**config.mk**
```make
export PLATFORM = sky130hd
export DESIGN_NAME = bstuff_seq
export DESIGN_NICKNAME = d
export VERILOG_FILES = /design/src/rtl/bstuff_pkg.sv /design/src/rtl/bstuff_cmd_bank.sv /design/src/rtl/bstuff_result_ring.sv /design/src/rtl/bstuff_seq.sv
export SDC_FILE = /design/constraint.sdc
export NUM_CORES = 2
export LEC_CHECK = 0
export CELL_PAD_IN_SITES_DETAIL_PLACEMENT = 0
export CELL_PAD_IN_SITES_GLOBAL_PLACEMENT = 1
export CORE_ASPECT_RATIO = 1.75
export CORE_UTILIZATION = 53
export DETAILED_ROUTE_END_ITERATION = 10
export DONT_BUFFER_PORTS = 1
export PLACE_DENSITY = 0.89
export SLEW_MARGIN = 30
export SYNTH_ARGS = -nofsm -noshare
export SYNTH_HDL_FRONTEND = slang
export SYNTH_SLANG_ARGS = --single-unit
```
**constraint.sdc**
```tcl
create_clock -name clk_i -period 14.7 [get_ports clk_i]
set_clock_uncertainty 0.05 [all_clocks]
set_input_delay 2.94 -clock clk_i [delete_from_list [all_inputs] [get_ports clk_i]]
set_output_delay 2.94 -clock clk_i [all_outputs]
set_load 0.02 [all_outputs]
```
**src/rtl/bstuff_pkg.sv**
```systemverilog
package bstuff_pkg;

    localparam int CMD_W = 27;

    localparam logic [7:0] OP_NOP = 8'hEA;
    localparam logic [7:0] OP_STZ = 8'h85;
    localparam logic [7:0] OP_STA = 8'h8D;
    localparam logic [7:0] OP_LDZ = 8'hA5;
    localparam logic [7:0] OP_LDA = 8'hAD;
    localparam logic [7:0] OP_LSZ = 8'h46;
    localparam logic [7:0] OP_JMP = 8'h4C;

    typedef enum logic [2:0] {
        CK_NOP = 3'd0, CK_WR3 = 3'd1, CK_WR4 = 3'd2, CK_RMW = 3'd3,
        CK_JMP = 3'd4, CK_RD3 = 3'd5, CK_RD4 = 3'd6, CK_RSV = 3'd7
    } cmd_kind_e;

    typedef enum logic [1:0] {SK_FETCH, SK_WRITE, SK_CAPT, SK_QUIET} step_kind_e;

    // kind / register address / first value / second value
    typedef struct packed {
        cmd_kind_e  kind;
        logic [7:0] reg_addr;
        logic [7:0] val_a;
        logic [7:0] val_b;
    } cmd_t;

    typedef struct packed {
        step_kind_e sk;
        logic [7:0] data;
        logic       last;
    } step_t;

    function automatic step_t decode_step(cmd_t c, logic [2:0] s);
        step_t r;
        r.sk   = SK_FETCH;
        r.data = OP_NOP;
        r.last = 1'b0;
        case (c.kind)
            CK_WR3: case (s)
                3'd0: r.data = OP_STZ;
                3'd1: r.data = c.reg_addr;
                default: begin r.sk = SK_WRITE; r.data = c.val_a; r.last = 1'b1; end
            endcase
            CK_WR4: case (s)
                3'd0: r.data = OP_STA;
                3'd1: r.data = c.reg_addr;
                3'd2: r.data = 8'h00;
                default: begin r.sk = SK_WRITE; r.data = c.val_a; r.last = 1'b1; end
            endcase
            CK_RMW: case (s)
                3'd0: r.data = OP_LSZ;
                3'd1: r.data = c.reg_addr;
                3'd2: begin r.sk = SK_QUIET; r.data = 8'h00; end
                3'd3: begin r.sk = SK_WRITE; r.data = c.val_a; end
                default: begin r.sk = SK_WRITE; r.data = c.val_b; r.last = 1'b1; end
            endcase
            CK_JMP: case (s)
                3'd0: r.data = OP_JMP;
                3'd1: r.data = 8'h00;
                default: begin r.data = 8'h10; r.last = 1'b1; end
            endcase
            CK_RD3: case (s)
                3'd0: r.data = OP_LDZ;
                3'd1: r.data = c.reg_addr;
                default: begin r.sk = SK_CAPT; r.data = 8'h00; r.last = 1'b1; end
            endcase
            CK_RD4: case (s)
                3'd0: r.data = OP_LDA;
                3'd1: r.data = c.reg_addr;
                3'd2: r.data = 8'h00;
                default: begin r.sk = SK_CAPT; r.data = 8'h00; r.last = 1'b1; end
            endcase
            default: r.last = (s != 3'd0);
        endcase
        return r;
    endfunction

endpackage

```
**src/rtl/bstuff_cmd_bank.sv**
```systemverilog
module bstuff_cmd_bank
    import bstuff_pkg::*;
#(
    parameter int DEPTH = 16
) (
    input  logic                     clk_i,
    input  logic                     rst_ni,
    input  logic                     host_we_i,
    input  logic                     host_bank_i,
    input  logic [$clog2(DEPTH)-1:0] host_idx_i,
    input  logic [CMD_W-1:0]         host_cmd_i,
    input  logic                     active_i,
    input  logic                     swap_i,
    input  logic [$clog2(DEPTH)-1:0] rd_idx_i,
    output cmd_t                     rd_cmd_o,
    output logic                     rd_valid_o
);

    typedef struct packed {
        logic [1:0][DEPTH-1:0] vld;
        cmd_t [1:0][DEPTH-1:0] cmd;
    } bank_t;

    bank_t b_d, b_q;
    logic  wr_ok;

    always_comb begin
        b_d   = b_q;
        wr_ok = host_we_i && (host_bank_i != active_i);
        if (swap_i) b_d.vld[active_i] = '0;
        if (wr_ok) begin
            b_d.cmd[host_bank_i][host_idx_i] = cmd_t'(host_cmd_i);
            b_d.vld[host_bank_i][host_idx_i] = 1'b1;
        end
    end

    always_ff @(posedge clk_i) begin
        if (!rst_ni) b_q <= '0;
        else         b_q <= b_d;
    end

    assign rd_cmd_o   = b_q.cmd[active_i][rd_idx_i];
    assign rd_valid_o = b_q.vld[active_i][rd_idx_i];

    // a write aimed at the running bank leaves all stored commands untouched
    assert_ignore_active_R7: assert property (@(posedge clk_i) disable iff (!rst_ni)
        (host_we_i && host_bank_i == active_i) |=> (b_q.cmd == $past(b_q.cmd)));

    // the bank that was left holds no valid entry afterwards
    assert_left_cleared_R6: assert property (@(posedge clk_i) disable iff (!rst_ni)
        (swap_i && !(host_we_i && host_bank_i == active_i)) |=> (b_q.vld[$past(active_i)] == '0));

endmodule

```
**src/rtl/bstuff_result_ring.sv**
```systemverilog
module bstuff_result_ring #(
    parameter int RES_DEPTH = 8
) (
    input  logic                             clk_i,
    input  logic                             rst_ni,
    input  logic                             push_i,
    input  logic [7:0]                       push_data_i,
    input  logic                             clr_i,
    input  logic [$clog2(RES_DEPTH)-1:0]     sel_i,
    output logic [7:0]                       data_o,
    output logic [$clog2(RES_DEPTH+1)-1:0]   count_o
);

    localparam int RW = $clog2(RES_DEPTH);
    localparam int CW = $clog2(RES_DEPTH+1);

    typedef struct packed {
        logic [RES_DEPTH-1:0][7:0] mem;
        logic [RW-1:0]             wptr;
        logic [CW-1:0]             cnt;
    } ring_t;

    ring_t       r_d, r_q;
    logic [RW-1:0] slot;

    always_comb begin
        r_d = r_q;
        if (clr_i) begin
            r_d.wptr = '0;
            r_d.cnt  = '0;
        end
        if (push_i) begin
            r_d.mem[r_d.wptr] = push_data_i;
            r_d.wptr = (r_d.wptr == RW'(RES_DEPTH-1)) ? '0 : r_d.wptr + 1'b1;
            if (r_d.cnt != CW'(RES_DEPTH)) r_d.cnt = r_d.cnt + 1'b1;
        end
    end

    always_ff @(posedge clk_i) begin
        if (!rst_ni) r_q <= '0;
        else         r_q <= r_d;
    end

    always_comb begin
        slot = RW'((32'(r_q.wptr) + 32'(RES_DEPTH) - 32'(r_q.cnt) + 32'(sel_i)) % 32'(RES_DEPTH));
    end

    assign data_o  = r_q.mem[slot];
    assign count_o = r_q.cnt;

    assert_count_bound_R8: assert property (@(posedge clk_i) disable iff (!rst_ni)
        count_o <= CW'(RES_DEPTH));

    assert_clear_keeps_new_R9: assert property (@(posedge clk_i) disable iff (!rst_ni)
        (clr_i && push_i) |=> (count_o == CW'(1) && data_o == $past(push_data_i)) || (sel_i != '0));

    assert_clear_empty_R9: assert property (@(posedge clk_i) disable iff (!rst_ni)
        (clr_i && !push_i) |=> (count_o == '0));

endmodule

```
**src/rtl/bstuff_seq.sv**
```systemverilog
module bstuff_seq
    import bstuff_pkg::*;
#(
    parameter int DEPTH       = 16,
    parameter int RES_DEPTH   = 8,
    parameter int LINE_CYCLES = 76
) (
    input  logic                           clk_i,
    input  logic                           rst_ni,
    input  logic                           cpu_done_i,
    input  logic                           cpu_a12_i,
    input  logic                           cpu_rw_i,
    input  logic [7:0]                     cpu_data_i,
    output logic                           bus_oe_o,
    output logic [7:0]                     bus_data_o,
    output logic [7:0]                     stuff_oe_o,
    input  logic                           host_we_i,
    input  logic                           host_bank_i,
    input  logic [$clog2(DEPTH)-1:0]       host_idx_i,
    input  logic [CMD_W-1:0]               host_cmd_i,
    output logic                           irq_o,
    output logic                           active_bank_o,
    input  logic                           res_clr_i,
    input  logic [$clog2(RES_DEPTH)-1:0]   res_sel_i,
    output logic [7:0]                     res_data_o,
    output logic [$clog2(RES_DEPTH+1)-1:0] res_count_o
);

    localparam int IW = $clog2(DEPTH);
    localparam int XW = $clog2(DEPTH+1);
    localparam int LW = $clog2(LINE_CYCLES+1);

    typedef struct packed {
        logic          bank;
        logic [XW-1:0] idx;
        logic [2:0]    step;
        logic [LW-1:0] line;
        logic          irq;
    } seq_t;

    seq_t          s_d, s_q;
    cmd_t          rd_cmd, cur;
    logic          rd_valid, in_range, swap, capture;
    step_t         st;
    logic [LW-1:0] line_inc;

    bstuff_cmd_bank #(.DEPTH(DEPTH)) u_bank (
        .clk_i      (clk_i),
        .rst_ni     (rst_ni),
        .host_we_i  (host_we_i),
        .host_bank_i(host_bank_i),
        .host_idx_i (host_idx_i),
        .host_cmd_i (host_cmd_i),
        .active_i   (s_q.bank),
        .swap_i     (swap),
        .rd_idx_i   (s_q.idx[IW-1:0]),
        .rd_cmd_o   (rd_cmd),
        .rd_valid_o (rd_valid)
    );

    bstuff_result_ring #(.RES_DEPTH(RES_DEPTH)) u_ring (
        .clk_i      (clk_i),
        .rst_ni     (rst_ni),
        .push_i     (capture),
        .push_data_i(cpu_data_i),
        .clr_i      (res_clr_i),
        .sel_i      (res_sel_i),
        .data_o     (res_data_o),
        .count_o    (res_count_o)
    );

    always_comb begin
        in_range   = (s_q.idx < XW'(DEPTH));
        cur        = (in_range && rd_valid) ? rd_cmd : '0;
        st         = decode_step(cur, s_q.step);
        bus_oe_o   = (st.sk == SK_FETCH) && cpu_a12_i && cpu_rw_i;
        bus_data_o = bus_oe_o ? st.data : 8'h00;
        stuff_oe_o = (st.sk == SK_WRITE && !cpu_rw_i) ? ~st.data : 8'h00;
        capture    = cpu_done_i && (st.sk == SK_CAPT) && cpu_rw_i;
        line_inc   = (s_q.line >= LW'(LINE_CYCLES)) ? s_q.line : s_q.line + 1'b1;
        swap       = cpu_done_i && st.last && (line_inc >= LW'(LINE_CYCLES));

        s_d     = s_q;
        s_d.irq = swap;
        if (cpu_done_i) begin
            s_d.line = line_inc;
            if (st.last) begin
                s_d.step = '0;
                if (swap) begin
                    s_d.bank = ~s_q.bank;
                    s_d.idx  = '0;
                    s_d.line = '0;
                end else if (in_range) begin
                    s_d.idx = s_q.idx + 1'b1;
                end
            end else begin
                s_d.step = s_q.step + 1'b1;
            end
        end
    end

    always_ff @(posedge clk_i) begin
        if (!rst_ni) s_q <= '0;
        else         s_q <= s_d;
    end

    assign irq_o         = s_q.irq;
    assign active_bank_o = s_q.bank;

    assert_drive_gate_R2: assert property (@(posedge clk_i) disable iff (!rst_ni)
        bus_oe_o |-> (cpu_a12_i && cpu_rw_i));

    assert_no_contention_R3: assert property (@(posedge clk_i) disable iff (!rst_ni)
        (stuff_oe_o != 8'h00) |-> (!cpu_rw_i && !bus_oe_o));

    assert_irq_pulse_R6: assert property (@(posedge clk_i) disable iff (!rst_ni)
        irq_o |=> !irq_o);

    assert_bank_toggle_R6: assert property (@(posedge clk_i) disable iff (!rst_ni)
        irq_o |-> (active_bank_o != $past(active_bank_o)));

endmodule

```
== Word level (Yosys, flattened, before mapping) ==
Index checks and enable logic that the tools add are counted.
W data, S select, Z words.

* Reductions and logical operators: 25
* Bitwise gates (word level): 5
* Multiplexer cells: 56
* Equal/unequal tests: 14
* Add/subtract/negate cells: 8
* $lt $le $gt $ge: 13

{| class="wikitable"
|+ Operators with widths
! cell !! count
|-
| $mux W432 || 3
|-
| $mux W896 || 1
|-
| $bwmux W864 || 1
|-
| $demux W432 S1 || 1
|-
| $bmux W27 S4 || 1
|-
| $demux W27 S4 || 1
|-
| $mux W27 || 3
|-
| $bwmux W64 || 1
|-
| $mux W16 || 4
|-
| $pmux W8 S2 || 3
|-
| $pmux W8 S6 || 1
|-
| $mux W7 || 5
|-
| $and A32 B32 Y32 || 1
|-
| $demux W16 S1 || 2
|-
| $mux W32 || 1
|-
| $mux W8 || 4
|-
| $not A32 Y32 || 1
|-
| $or A32 B32 Y32 || 1
|-
| $pmux W8 S4 || 1
|-
| $bmux W8 S3 || 1
|-
| $demux W8 S3 || 1
|-
| $pmux W8 S3 || 1
|-
| $ge A7 B7 Y1 const B || 2
|-
| $pmux W7 S2 || 1
|-
| other kinds (42) || 79
|}

* Input bits: 50
* Output and inout port bits: 31
* Logic and storage cells: 266
* Register bits after elaboration: 984

== Logic depth before layout (Yosys ltp) ==
* Depth after elaboration: 14
* Depth in mapped cells: 15
* Gate-level depth less buffers: 10

== By module ==
From an unflattened synthesis, not the netlist that was laid out.

* Cell total of the unflattened synthesis: 5563
* Area total of the unflattened synthesis: 46215.6 µm²

{| class="wikitable"
|+ By module, submodules not included
! module !! cells an instance !! instances !! area an instance (µm²)
|-
| bstuff_cmd_bank || 4993 || 1 || 40891.7
|-
| bstuff_result_ring || 309 || 1 || 3483.3
|-
| bstuff_seq || 261 || 1 || 1840.5
|}

== Least setup slack after synthesis ==
Ideal clock, no wire load.

* Path type: input to output
* Start point: input port res_sel_i[1]
* End point: output port res_data_o[0]
* Arrival: 5399 ps
* Required time: 11710 ps
* Buffers on the path: 1
* Slack: 6311 ps
* Cell stages on the path: 8
* Cells stage by stage: inv_1 > fa_1 > inv_1 > fa_1 > xnor2_1 > clkbuf_1 > mux4_2 > mux2_2

* Cells in the longest elaborated chain, start to end: 3

{| class="wikitable"
|+ RTL lines
! element !! line !! text
|-
| start: declaration || bstuff_seq.sv:24 || <nowiki>input logic [$clog2(RES_DEPTH)-1:0] res_sel_i,</nowiki>
|-
| $add A3 B3 Y3 || bstuff_result_ring.sv:45 || <nowiki>slot = RW'((32'(r_q.wptr) + 32'(RES_DEPTH) - 32'(r_q.cnt) + 32'(sel_i)) % 32'(RES_DEPTH));</nowiki>
|-
| $bmux W8 S3 || bstuff_result_ring.sv:48 || <nowiki>assign data_o = r_q.mem[slot];</nowiki>
|-
| $mux W8 (implied by the code) || bstuff_result_ring.sv:48 ||
|-
| end: declaration || bstuff_seq.sv:25 || <nowiki>output logic [7:0] res_data_o,</nowiki>
|}

No other way between the ends. The select of a mux whose other input is x is not followed.

== Worst setup path after layout ==
* Start point: register s_q[11] in the netlist's numbering
* End point: output port stuff_oe_o[3]

* Cells in the longest elaborated chain, start to end: 9
* Elaborated cells between the ends (all ways): 24

{| class="wikitable"
|+ RTL lines
! element !! line !! text
|-
| start: declaration || bstuff_seq.sv:41 || <nowiki>seq_t s_d, s_q;</nowiki>
|-
| start signal: assignment || bstuff_seq.sv:103 || <nowiki>if (!rst_ni) s_q <= '0;</nowiki>
|-
| start signal: assignment || bstuff_seq.sv:104 || <nowiki>else s_q <= s_d;</nowiki>
|-
| $bmux W1 S4 || bstuff_cmd_bank.sv:43 || <nowiki>assign rd_valid_o = b_q.vld[active_i][rd_idx_i];</nowiki>
|-
| $mux W1 (implied by the code) || bstuff_cmd_bank.sv:43 ||
|-
| $logic_and A1 B1 Y1 || bstuff_seq.sv:74 || <nowiki>cur = (in_range && rd_valid) ? rd_cmd : '0;</nowiki>
|-
| $mux W27 (*) || bstuff_seq.sv:74 ||
|-
| $eq A3 B3 Y1 (tied with other cells) || bstuff_pkg.sv:39 || <nowiki>case (c.kind)</nowiki>
|-
| $pmux W2 S5 || bstuff_pkg.sv:39 ||
|-
| $eq A2 B1 Y1 || bstuff_seq.sv:78 || <nowiki>stuff_oe_o = (st.sk == SK_WRITE && !cpu_rw_i) ? ~st.data : 8'h00;</nowiki>
|-
| $logic_and A1 B1 Y1 || bstuff_seq.sv:78 ||
|-
| $mux W8 (*) || bstuff_seq.sv:78 ||
|-
| end: declaration || bstuff_seq.sv:16 || <nowiki>output logic [7:0] stuff_oe_o,</nowiki>
|}

Every way passes the cells marked *; elsewhere a longest branch is shown, timed or not. The select of a mux whose other input is x is not followed.

==> Implementation_results.wiki <==
{| class="wikitable"
! Metric !! Value
|-
| Result of the run || completed
|-
| Post-Synthesis Cells || 4,964
|-
| Number of DRC violations after detailed routing || 0
|-
| Proportion of register bits with asynchronous set or reset after synthesis || 0
|-
| Port buffer count || 0
|-
| Summed instance area of the synthesized netlist || 42,800 um^2
|-
| Avg Cell Area, Syn || 8.63 um^2
|-
| Vias in the first global route || 35.1k
|-
| Number of sinks driven by the clock tree || 984
|-
| Commonest register cell after synthesis || dfxtp_1
|-
| Hold/Removal Path Class || register to register
|-
| Number of inserted filler cells in the final layout || 7,088
|-
| Post-synth EDFFs || 0
|-
| Total congestion overflow || 0
|-
| CP Cell Sequence || buf_4, buf_4, mux4_2, mux4_2, mux2_2, nand2_1, or2_1, a21oi_1, a2111oi_0, nor2b_1
|-
| Power density over cell area || 111 nW/um^2
|-
| P_leak || 14.9 nW
|-
| Vertical die dimension || 378 um
|-
| Warning count from the yosys run || 0
|-
| Delay of the slowest critical-path stage || 0.88 ns
|-
| Maximum clock rate || 0.105 GHz
|-
| Final period utilization || 0.648
|-
| Class of the most critical setup path || register to output pin
|-
| Post-synthesis to final-layout area growth || 8.34%
|-
| Effective utilization at floorplan || 0.536
|-
| Data required, critical path || 11.71 ns
|-
| Clock Path Buffers || 3
|-
| RSZ-0062 raised after global routing || no
|-
| Slew at the pin with the worst max-slew slack || 1.14 ns
|-
| Worst-path clk slew || 0.07 ns
|-
| CTS hold repair buffers || 0
|-
| Clock period minus worst slack || 9.53 ns
|-
| Final setup TNS || 0 ns
|-
| Number of endpoints failing setup at the final stage || 0
|-
| Library cell contributing the largest single delay on the critical path || a2111oi_0
|-
| Worst setup SP type || register
|-
| Number of levels in the clock H-tree || 3
|-
| Number of antenna violations at the first check in global routing || 2
|-
| Total Routed Length || 148,000 um
|-
| Worst hold slack || 0.401 ns
|-
| CP arrival || 6.54 ns
|-
| Setup Buffers After CTS || 0
|-
| Final layout net count || 4,779
|-
| Number of library cell types mapped by synthesis || 65
|-
| Seq/Total Area, Yosys || 0.460
|-
| I/O pin count || 81
|-
| Share of final-layout standard cells stronger than drive strength 1 || 0.125
|-
| First-pass GRT wire length || 219,000 um
|-
| Synth Register Bits || 984
|-
| Max Slew Vio Count || 0
|-
| Number of buffers created by CTS || 87
|-
| Pre-Repair DR Iteration Count || 7
|-
| Overall routing resource usage || 0.359
|-
| Number of resized instances in the post-cts repair step || 0
|-
| Clock tree root driver cell || clkbuf_16
|-
| Max VDD drop || 0.0935 mV
|-
| Synth Net Count || 5,029
|-
| Pin count of the biggest net entering global routing || 218
|-
| Detailed placement HPWL || 87,200 um
|-
| Total die area || 82,000 um^2
|-
| Clock latency reported for the late side of the worst-skew pair || 0.69 ns
|-
| Type of element capturing the critical path || output pin
|-
| Vias/cell || 6.20
|-
| Width of the chip || 217 um
|-
| Clock tree from TritonCTS || done
|-
| Floorplan row count || 137
|-
| Worst rel slew slack || 0.237
|-
| Core Box Area || 79,900 um^2
|-
| Crit path max fanout || 35
|-
| Area after DPL || 43,600 um^2
|-
| Count of antenna-violating nets left after detailed routing || 0
|-
| Final weighted congestion of routability-driven global placement || 0.964
|-
| Final non-filler cell area || 46,400 um^2
|-
| Drt wl/cell || 25.3 um
|-
| Total number of vias || 36.1k
|-
| Max capacitance violation total || 0
|-
| Starting DRT DRC Count || 3,849
|-
| Endpoints failing hold || 0
|}
flip-flops by register name, indices dropped and copies added, names as in the netlist:
name and count:
u_ring.r_q 67, irq_o 1, active_bank_o 1, u_ring.count_o 4, s_q 15, u_bank.b_q 896
cell usage in the layout (no fill, tap or decap), types with 6 or more instances in the layout:
cell type | Yosys | routed
inv_1 | 18 | 18
clkinv_2 | 0 | 15
xnor2_1 | 8 | 8
o21ai_0 | 44 | 44
clkbuf_8 | 0 | 23
dfxtp_1 | 984 | 980
ha_1 | 13 | 12
mux4_2 | 293 | 293
o211ai_1 | 7 | 7
mux2i_1 | 82 | 81
nor2_1 | 112 | 88
nor2_2 | 0 | 6
nor3_1 | 24 | 16
buf_4 | 18 | 74
a21o_1 | 6 | 6
nor2_4 | 1 | 19
nand2b_1 | 12 | 12
or3_1 | 6 | 6
clkbuf_16 | 0 | 89
or2_2 | 6 | 6
nand2_1 | 1890 | 1887
mux2_2 | 18 | 18
nor3_2 | 0 | 6
nor2b_1 | 19 | 19
buf_16 | 0 | 8
nand3_1 | 23 | 19
a21oi_1 | 890 | 890
clkbuf_1 | 349 | 17
Yosys cell counts (all sizes together) (6+ instances only):
master  instances  area, um^2
o211ai          7        52.6
mux2           18         203
xnor2           8        70.1
mux4          293        6600
nor3           24         120
nand2        1890        7090
nand4           6        50.0
nand2b         12        75.1
mux2i          82         821
a21oi         890        4450
or2             7        43.8
ha             13         163
o21ai          45         229
a21o            6        45.0
clkbuf        349        1310
nand3          27         155
nor2          113         432
inv            18        67.6
buf            79         418
dfxtp         984       19700
or3             6        37.5
nor2b          19         119
metrics by stage:
stage	utilization	instances	setup slack (ns)	power [W]
2_1_floorplan	-	4964	6.31	0.00290
3_3_place_gp	0.542	5657	5.88	0.00292
3_5_place_dp	0.545	5666	5.90	0.00292
4_1_cts	0.580	5817	5.14	0.00517
5_1_grt	0.581	5818	4.92	0.00528
6_report	0.581	5820	5.17	0.00516
per-layer routing:
layer,part of all wire,vias up,GRT usage,wire length [um]
met4,0.078,2,0.266,11500
met2,0.49,1780,0.616,72600
met1,0.35,17500,0.399,51500
met5,0.00012,-,0,17
met3,0.080,546,0.0586,11900
li1,-,16200,-,-
worst paths after layout:
kind / from / endpoint / slack [ns] / cells after the start
worst min-delay path: u_bank.b_q[860] / u_bank.b_q[860] / 0.40 / 2
worst max-delay path: s_q[11] / stuff_oe_o[3] / 5.17 / 10
worst max register to register: s_q[11] / u_ring.r_q[24] / 8.49 / 10
worst min register to register: u_bank.b_q[860] / u_bank.b_q[860] / 0.40 / 2
where the power goes:
part / internal (W) / switching [W] / leakage (nW)
Sequential: 0.00267 / 0.0000112 / 7.93
Combinational: 0.0000521 / 0.000123 / 5.61
Clock: 0.00126 / 0.00104 / 1.40
Total: 0.00399 / 0.00117 / 14.9
cells by family after synthesis:
| logic type | after synthesis | synth area share |
|---|---|---|
| buffers and inverters | 448 | 0.0421 |
| DFF | 984 | 0.460 |
| AOI/OAI and AO/OA | 991 | 0.121 |
| adders and majority gates | 15 | 0.00473 |
| and+or+nand+nor | 2122 | 0.193 |
| xor gates and xnor gates | 11 | 0.00225 |
| muxes | 393 | 0.178 |
critical path: cells and delay by family (launching register included):
kind	cells	cell delay [ns]
flops	1	0.79
compound gates	2	0.94
buf+inv	2	1.35
simple gates	3	1.13
mux	3	1.59
final cells by class:
type,instances,area [um^2],share of cell area
Multi-Input combinational cell,3532,21600,0.466
Antenna cell,2,5.00,0.000108
Inverter,20,87.6,0.00189
Clock buffer,129,2610,0.0562
Timing Repair Buffer,89,893,0.0192
Clock inverter,22,190,0.00410
Sequential cell,984,19700,0.425
Tap cell,1042,1300,0.0281
No activity file was read; power rests on OpenSTA's default activity.
